File: src/rtl/seg_xlate_pkg.sv
package seg_xlate_pkg;

  typedef enum logic [1:0] {
    FLT_NONE   = 2'd0,
    FLT_LIMIT  = 2'd1,
    FLT_ABSENT = 2'd2
  } xlat_fault_e;

endpackage

File: src/rtl/seg_real_path.sv
// 16-bit mode path: segment shifted up and added to a 16-bit offset,
// fixed 64 KB limit checked against the last byte of the access.
module seg_real_path #(
  parameter int OFF_W    = 32,
  parameter int SEG_W    = 16,
  parameter int SZ_W     = 2,
  parameter int RM_SHIFT = 4
) (
  input  logic [SEG_W-1:0] seg_value,
  input  logic [OFF_W-1:0] offset,
  input  logic [SZ_W-1:0]  acc_size,
  output logic [OFF_W-1:0] addr,
  output logic             lim_fault
);
  localparam int RM_AW = SEG_W + RM_SHIFT;
  localparam int CW    = OFF_W + 1;

  logic [RM_AW-1:0] shifted_seg;
  logic [RM_AW-1:0] rm_sum;
  logic [CW-1:0]    last_byte;

  always_comb begin
    shifted_seg = {seg_value, {RM_SHIFT{1'b0}}};
    rm_sum      = shifted_seg + RM_AW'(offset[SEG_W-1:0]);
    addr        = OFF_W'(rm_sum);
    last_byte   = {1'b0, offset} + CW'(acc_size);
    lim_fault   = |last_byte[CW-1:SEG_W];
  end

endmodule

File: src/rtl/seg_prot_path.sv
// Protected-mode path: descriptor base plus offset, presence and
// granularity-scaled limit check.
module seg_prot_path
  import seg_xlate_pkg::*;
#(
  parameter int OFF_W   = 32,
  parameter int LIM_W   = 20,
  parameter int SZ_W    = 2,
  parameter int GRAN_SH = 12
) (
  input  logic [OFF_W-1:0] desc_base,
  input  logic [LIM_W-1:0] desc_limit,
  input  logic             desc_gran,
  input  logic             desc_present,
  input  logic [OFF_W-1:0] offset,
  input  logic [SZ_W-1:0]  acc_size,
  output logic [OFF_W-1:0] addr,
  output xlat_fault_e      fault
);
  localparam int CW     = OFF_W + 1;
  localparam int ELIM_W = LIM_W + GRAN_SH;

  logic [CW-1:0] lim_bytes;
  logic [CW-1:0] lim_pages;
  logic [CW-1:0] eff_limit;
  logic [CW-1:0] last_byte;
  logic          over_limit;

  // Page-scaled limit: fill the low bits with ones, widen or clamp to CW.
  generate
    if (ELIM_W < CW) begin : g_pages_fit
      assign lim_pages = CW'({desc_limit, {GRAN_SH{1'b1}}});
    end else begin : g_pages_clamp
      logic [ELIM_W-1:0] wide_pages;
      assign wide_pages = {desc_limit, {GRAN_SH{1'b1}}};
      assign lim_pages  = (|wide_pages[ELIM_W-1:CW-1]) ?
                          {1'b0, {(CW-1){1'b1}}} : wide_pages[CW-1:0];
    end
  endgenerate

  assign lim_bytes = CW'(desc_limit);

  always_comb begin
    eff_limit  = desc_gran ? lim_pages : lim_bytes;
    last_byte  = {1'b0, offset} + CW'(acc_size);
    over_limit = last_byte > eff_limit;
    addr       = desc_base + offset;
    if (!desc_present) begin
      fault = FLT_ABSENT;
    end else if (over_limit) begin
      fault = FLT_LIMIT;
    end else begin
      fault = FLT_NONE;
    end
  end

endmodule

File: src/rtl/seg_result_reg.sv
// Output stage: one register level between request and result.
module seg_result_reg
  import seg_xlate_pkg::*;
#(
  parameter int OFF_W = 32
) (
  input  logic             clk,
  input  logic             rst_n,
  input  logic             req_valid,
  input  logic [OFF_W-1:0] sel_addr,
  input  xlat_fault_e      sel_fault,
  input  logic             sel_op32,
  output logic [OFF_W-1:0] lin_addr,
  output logic             lin_valid,
  output xlat_fault_e      fault_code,
  output logic             op32
);
  logic [OFF_W-1:0] addr_q,  addr_d;
  logic             vld_q,   vld_d;
  xlat_fault_e      flt_q,   flt_d;
  logic             op32_q,  op32_d;
  logic             addr_en;
  logic             op32_en;

  always_comb begin
    addr_en = req_valid && (sel_fault == FLT_NONE);
    op32_en = req_valid;
    addr_d  = addr_en ? sel_addr : addr_q;
    op32_d  = op32_en ? sel_op32 : op32_q;
    vld_d   = addr_en;
    flt_d   = req_valid ? sel_fault : FLT_NONE;
  end

  always_ff @(posedge clk or negedge rst_n) begin
    if (!rst_n) begin
      addr_q <= '0;
      vld_q  <= 1'b0;
      flt_q  <= FLT_NONE;
      op32_q <= 1'b0;
    end else begin
      addr_q <= addr_d;
      vld_q  <= vld_d;
      flt_q  <= flt_d;
      op32_q <= op32_d;
    end
  end

  assign lin_addr   = addr_q;
  assign lin_valid  = vld_q;
  assign fault_code = flt_q;
  assign op32       = op32_q;

endmodule

File: src/rtl/seg_xlate_top.sv
module seg_xlate_top
  import seg_xlate_pkg::*;
#(
  parameter int OFF_W    = 32,
  parameter int SEG_W    = 16,
  parameter int LIM_W    = 20,
  parameter int SZ_W     = 2,
  parameter int RM_SHIFT = 4,
  parameter int GRAN_SH  = 12
) (
  input  logic             clk,
  input  logic             rst_n,
  input  logic             req_valid,
  input  logic             prot_mode,
  input  logic [SEG_W-1:0] seg_value,
  input  logic [OFF_W-1:0] desc_base,
  input  logic [LIM_W-1:0] desc_limit,
  input  logic             desc_gran,
  input  logic             desc_present,
  input  logic             desc_dsize,
  input  logic [OFF_W-1:0] offset,
  input  logic [SZ_W-1:0]  acc_size,
  output logic [OFF_W-1:0] lin_addr,
  output logic             lin_valid,
  output logic [1:0]       fault_code,
  output logic             op32
);
  logic [OFF_W-1:0] rm_addr;
  logic             rm_lim_fault;
  logic [OFF_W-1:0] pm_addr;
  xlat_fault_e      pm_fault;
  logic [OFF_W-1:0] sel_addr;
  xlat_fault_e      sel_fault;
  logic             sel_op32;
  xlat_fault_e      fault_q;

  seg_real_path #(
    .OFF_W(OFF_W), .SEG_W(SEG_W), .SZ_W(SZ_W), .RM_SHIFT(RM_SHIFT)
  ) u_real (
    .seg_value (seg_value),
    .offset    (offset),
    .acc_size  (acc_size),
    .addr      (rm_addr),
    .lim_fault (rm_lim_fault)
  );

  seg_prot_path #(
    .OFF_W(OFF_W), .LIM_W(LIM_W), .SZ_W(SZ_W), .GRAN_SH(GRAN_SH)
  ) u_prot (
    .desc_base    (desc_base),
    .desc_limit   (desc_limit),
    .desc_gran    (desc_gran),
    .desc_present (desc_present),
    .offset       (offset),
    .acc_size     (acc_size),
    .addr         (pm_addr),
    .fault        (pm_fault)
  );

  always_comb begin
    if (prot_mode) begin
      sel_addr  = pm_addr;
      sel_fault = pm_fault;
      sel_op32  = desc_dsize;
    end else begin
      sel_addr  = rm_addr;
      sel_fault = rm_lim_fault ? FLT_LIMIT : FLT_NONE;
      sel_op32  = 1'b0;
    end
  end

  seg_result_reg #(.OFF_W(OFF_W)) u_out (
    .clk        (clk),
    .rst_n      (rst_n),
    .req_valid  (req_valid),
    .sel_addr   (sel_addr),
    .sel_fault  (sel_fault),
    .sel_op32   (sel_op32),
    .lin_addr   (lin_addr),
    .lin_valid  (lin_valid),
    .fault_code (fault_q),
    .op32       (op32)
  );

  assign fault_code = fault_q;

endmodule

File: config.mk
export PLATFORM = sky130hd
export DESIGN_NAME = seg_xlate_top
export DESIGN_NICKNAME = d
export VERILOG_FILES = /design/src/rtl/seg_xlate_pkg.sv /design/src/rtl/seg_real_path.sv /design/src/rtl/seg_prot_path.sv /design/src/rtl/seg_result_reg.sv /design/src/rtl/seg_xlate_top.sv
export SDC_FILE = /design/constraint.sdc
export NUM_CORES = 1
export LEC_CHECK = 0
export CAP_MARGIN = 15
export CORE_MARGIN = 2
export CORE_UTILIZATION = 50
export CTS_CLUSTER_SIZE = 40
export DETAILED_ROUTE_END_ITERATION = 6
export GPL_TIMING_DRIVEN = 0
export HOLD_SLACK_MARGIN = 0.03
export PLACE_DENSITY = 0.82
export SYNTH_ARGS = -nofsm -noshare
export SYNTH_HDL_FRONTEND = slang
export SYNTH_SLANG_ARGS = --single-unit
File: constraint.sdc
create_clock -name clk -period 1.2 [get_ports clk]
set_input_delay 0.12 -clock clk [delete_from_list [all_inputs] [get_ports clk]]
set_output_delay 0.12 -clock clk [all_outputs]
set_load 0.005 [all_outputs]
# Word-level counts from Yosys, hierarchy flattened
# Cells that the tools add are included.
[op_classes]
n_addsub = 3
reduce_logical = 3
n_lt_le_gt_ge = 1
mux = 8
[op_table]
columns = ["operator", "count"]
rows = [
  ["$mux 32", 2],
  ["$add 32x2->33", 1],
  ["$gt 33x33->1", 1],
  ["$add 32x32->32", 1],
  ["$add 20x16->20", 1],
  ["$reduce_or 17->1", 1],
  ["$mux 2", 3],
  ["$mux 1", 3],
  ["$logic_not 2->1", 1],
  ["$logic_and 1x1->1", 1],
]
[totals]
in_bits = 109
ff_bits = 36
elab_cells = 19
output_inout_bits = 36

# Longest topological paths before layout
[logic_depth]
depth_word = 7
mapped_depth = 18
mapped_depth_nobuf = 17

# Cells and area by module
# From an unflattened synthesis, not the netlist that was laid out.
[hier_totals]
cells_unflattened = 734
area_unflattened_um2 = 6326.1
[by_module_without_submodules]
columns = ["module", "instances", "cells_each", "area_per_inst_um2", "seq_area_each_um2"]
rows = [
  ["seg_prot_path", 1, 474, 3367.0, 0.0],
  ["seg_result_reg", 1, 75, 1337.5, 900.9],
  ["seg_real_path", 1, 146, 1066.0, 0.0],
  ["seg_xlate_top", 1, 39, 555.5, 0.0],
]

# Worst setup path before layout
# Ideal clock, no wire load.
[synth_timing]
kind = "in2reg"
start = "input offset[0]"
end = "register u_out.addr_q[31], in the netlist u_out.lin_addr[31]"
n_path_buf = 0
path_slack_ns = -2.367
cell_stages = 17
arrival_time_ns = 3.436
required_time_ns = 1.069
setup_time_ns = 0.131
cell_sequence = "ha_1 > fa_1 > and4_1 > nand3_2 > nor3_2 > nand3_1 > xnor2_1 > ha_1 > a21o_1 > a21oi_1 > o221ai_1 > a211oi_1 > nand3_1 > a21oi_1 > a31oi_2 > a22o_1 > or3_1"
[synth_via]
elab_chain_len = 7
word_cells_on_any_way = 11
classes_between = "add/sub (2); order compare (1); mux (5); reduce/logical (3)"
[synth_rtl]
columns = ["element", "line", "text"]
rows = [
  ["start: declaration", "seg_xlate_top.sv:21", "input logic [OFF_W-1:0] offset,"],
  ["$add 32x2->33", "seg_real_path.sv:26, seg_prot_path.sv:45", ""],
  ["$gt 33x33->1", "seg_prot_path.sv:46", "over_limit = last_byte > eff_limit;"],
  ["$mux 1", "seg_prot_path.sv:50", "end else if (over_limit) begin"],
  ["$mux 2", "seg_prot_path.sv:48", "if (!desc_present) begin"],
  ["$mux 2", "seg_xlate_top.sv:61", "if (prot_mode) begin"],
  ["$logic_not 2->1", "seg_result_reg.sv:26", "addr_en = req_valid && (sel_fault == FLT_NONE);"],
  ["$logic_and 1x1->1", "seg_result_reg.sv:26", ""],
  ["end signal: assignment", "seg_result_reg.sv:41", "addr_q <= addr_d;"],
  ["end: declaration", "seg_result_reg.sv:18", "logic [OFF_W-1:0] addr_q, addr_d;"],
]
# Parallel ways exist; a longest one is shown, timed or not.
# A chain may end at the register's enable or synchronous reset.

# Worst setup path in the final report
# Same ends and word-level chain as after synthesis.

==> results by group <==
Outcome
  – Outcome: complete, but fails checks
  – Violations in the final reports: setup timing

Timing
  – Clock tree skew after final layout: 0 ns
  – Worst-case headroom to the max-slew limit: 40.6%
  – Highest Clock Rate: between 200 and 300 MHz
  – Finish-stage setup viols: 34
  – Final worst path period share: 288%
  – Post-layout worst setup margin: -2.26 ns
  – Time the final worst path needs with I/O delays and setup: 3.46 ns
  – Setup repair after global routing missed its margin: yes
  – Slew at the pin with the worst max-slew slack: 0.891 ns
  – Hold violation count in the final report: 0
  – Final Max Tran Viols: 0

Critical path
  – Beginning of the critical path: offset[0]
  – Setup slack of the worst register-to-register path: 0.19 ns
  – Stage delay of the slowest cell on the critical path: 0.36 ns
  – Most frequent CP cell: sky130_fd_sc_hd__buf_6
  – Maximum fanout encountered on the critical timing path: 5
  – Reg-to-Reg Start: u_out.lin_addr[31]$_DFFE_PN0P_
  – Arrival time of the worst setup path: 3.66 ns
  – Required time worst endpoint: 1.40 ns
  – Number of buffer and inverter instances along the worst setup path: 4
  – Worst reg-to-reg path cell count: 2
  – Top cell family by delay on the critical path: simple AND/OR/NAND/NOR gates
  – Element type at the critical path end: register
  – Element type at the critical path start: input port
  – Worst reg2reg path endpoint: u_out.lin_addr[31]$_DFFE_PN0P_
  – Setup CP Type: in2reg
  – Cell-by-cell trace of the critical path: buf_8 > ha_4 > fa_2 > and4_4 > nand3_4 > buf_6 > nor3b_2 > xor2_1 > ha_1 > nand4_1 > nor4_4 > buf_4 > and3_4 > o21bai_4 > a21oi_4 > a31oi_4 > buf_6 > a22o_1 > or3_1
  – Master of the slowest instance on the critical path: sky130_fd_sc_hd__nor4_4

Synthesis
  – Fraction of synthesis flops using an asynchronous set or reset pin: 100%
  – Number of synthesized register bits: 36
  – Post-Syn Area: 5360 um^2
  – Count of warnings emitted by yosys: 0
  – Avg Synthesized Cell Area: 7.87 um^2
  – Leading register cell type out of synthesis: sky130_fd_sc_hd__dfrtp_1
  – Synthesized netlist cell count: ~700
  – Number of synthesized flops with an enable pin: 0
  – Synthesized netlist net count: between 800 and 900
  – Count of unique library cells instantiated by Yosys: 63
  – Share of the yosys chip area belonging to registers: 16.8%

Final layout
  – Most common cell after layout, fill and taps aside: sky130_fd_sc_hd__ha_1
  – Commonest non-fill, non-tap cells in the layout: sky130_fd_sc_hd__ha_1 (75), sky130_fd_sc_hd__clkdlybuf4s50_1 (74), sky130_fd_sc_hd__nand2_1 (69), sky130_fd_sc_hd__buf_4 (61), sky130_fd_sc_hd__nor2_1 (53)
  – Synthesis-to-finish area growth: 50.1%
  – Filler Cells Inserted: 743
  – Post-layout net count: 1093
  – Proportion of layout cells with a drive suffix above 1: 20.9%
  – Antenna diodes: 0

Power
  – Internal: around 4200 uW
  – Power dissipated by switching net loads: 2720 uW
  – Maximum VDD drop: between 0.8 and 0.9 mV
  – Net switching fraction of the power: between 30% and 40%
  – Proportion of power drawn by the clock network: 14.6%
  – Reg power frac: 26.2%
  – Logic gate share of total power: around three fifths
  – Power Dens Cells: 866 nW/um^2
  – Pleak: 0.00379 uW
  – Total power draw: 6970 uW

Global routing
  – Initial antenna violation count: 0
  – Via count of the first global-routing pass: 6043
  – Overall track demand over capacity in global routing: 33.5%
  – Maximum number of pins on one net before global-route repair: 37
  – Wire length of the first global-routing pass: 30300 um
  – Grt ovf: 0

Job
  – Number of violations of the max-capacitance limit: 0

Route
  – Remaining antenna violation count after routing: 0
  – First-pass iteration count of the detailed router: 6
  – Total via count after detailed routing: 6200
  – Post-DR vias/cell: roughly 6
  – Wirelength per Cell: between 15 and 20 um
  – Total Wirelength: 20200 um
  – Initial DRC Count: 424
  – Post-detailed-route DRC marker count: 0

Clock network
  – Clk slew on worst S/H paths: 0.09 ns
  – Number of sinks on the clock net: 36
  – Clock insertion delay at the later pin of the skew report: 0.31 ns
  – Maximum clock path buffer count: 2
  – H-tree depth: 2
  – Master cell of the clock root buffer: sky130_fd_sc_hd__clkbuf_8
  – CTS tree: built
  – CTS Buf Count: 5

Floorplan
  – Floorplan die height: 108 um
  – Die X-Extent: approximately 110 um
  – Area of the die: 11600 um^2
  – Core area: 10400 um^2
  – Starting Density: between 50% and 60%
  – Core Rows: 37
  – # IOs: 145

Placed design
  – Routability Congestion: between 0.9 and 1
  – Number of input and output port buffers inserted: 142
  – Placed wire-length estimate: roughly 15000 um
  – Placement-stage worst setup slack: -3.34 ns

Worst hold path
  – Hold-critical path depth: 4
  – Source of the worst hold timing path: offset[0]
  – Min-Delay Endpoint: u_out.lin_addr[0]$_DFFE_PN0P_
  – Worst min path class: in2reg
## routing by layer
layer / vias up / track usage (%) / wire length (um)
li1: 2949 / - / -
met1: 2909 / 41.5 / 8440
met2: 282 / 56.2 / 9820
met4: 0 / 16.0 / 671
met3: 60 / 5.45 / 1280
met5: - / 0 / 0
## worst max-delay path by stage
stage	to	slack [ns]	depth (start not counted)
5_1_grt	u_out.lin_addr[31]$_DFFE_PN0P_	-2.43	19
6_report	u_out.lin_addr[31]$_DFFE_PN0P_	-2.26	19
4_1_cts	u_out.lin_addr[12]$_DFFE_PN0P_	-2.21	20
3_5_place_dp	u_out.lin_addr[6]$_DFFE_PN0P_	-3.34	18
3_3_place_gp	u_out.lin_addr[5]$_DFFE_PN0P_	-3.28	18
2_1_floorplan	u_out.lin_addr[31]$_DFFE_PN0P_	-2.01	17
## registers in the layout (all words and copies together), names as in the netlist
name and count:
u_out.fault_code 2, u_out.lin_addr 32, u_out.lin_valid 1, u_out.op32 1
## kinds of logic after synthesis
logic type | share of synthesized area, %
muxes | 4.51
DFF | 16.8
xor gates and xnor gates | 11.6
buffers and inverters | 3.15
and+or+nand+nor | 22.8
adders and majority gates | 19.1
AOI/OAI and AO/OA | 22.1
## tightest hold or removal path: stages
cell and delay (ns):
sky130_fd_sc_hd__buf_8 0.08, sky130_fd_sc_hd__buf_4 0.10, sky130_fd_sc_hd__mux2i_1 0.14, sky130_fd_sc_hd__o21ai_1 0.18
## power by group through the flow
stage | Combinational (uW) | Clock, uW | Sequential (uW)
2_1_floorplan | 1800 | 0 | 1850
3_3_place_gp | 3500 | 0 | 1830
3_5_place_dp | 3590 | 0 | 1860
4_1_cts | 3830 | 997 | 1800
5_1_grt | 4450 | 1050 | 1860
6_report | 4120 | 1020 | 1830
## per-stage QoR
step / cell area, um^2 / utilization [%] / cells / setup TNS [ns] / hold slack, ns
after CTS: 7750 / 74.8 / 1015 / -71.00 / 0.312
after global routing: 8050 / 77.6 / 1040 / -78.33 / 0.402
after floorplan: 5470 / - / 681 / -63.27 / -0.176
final: 8050 / 77.6 / 1040 / -72.99 / 0.354
after global placement: 7060 / 68.1 / 959 / -136.44 / 0.462
after detailed placement: 7050 / 68.0 / 959 / -108.80 / 0.264
## synth_stat cells (all sizes together) (10+ instances only)
cell type	n	area, um^2
nand2	77	289
nor3	20	115
a21o	21	158
mux2i	14	140
o21ai	39	195
a21oi	50	250
o21a	11	82.6
inv	23	86.3
and3	10	62.6
dfrtp	36	901
nand4	16	115
clkbuf	12	45.0
nor2	56	210
ha	77	963
xnor2	36	315
xor2	35	307
nand3	25	130
## area by class of cell
cell class                 count  area [um^2]  area share, %
buffer                        20          150           1.87
clock buffer                   7         96.3           1.20
inverter                      23         91.3           1.14
multi-input combinational    603         4680           58.1
sequential                    36          901           11.2
tap                          136          170           2.12
timing repair buffer         215         1960           24.4
## repair_timing
action                                  in CTS  in global routing
hold buffers                                 1                  0
resized for setup                          187                 77
cloned                                       3                  0
pin swaps                                   35                 35
endpoints found under the setup margin      70                 36
hold endpoints to repair                    36                  0
setup buffers                               45                 26
Power figures use the tool's default switching activity.
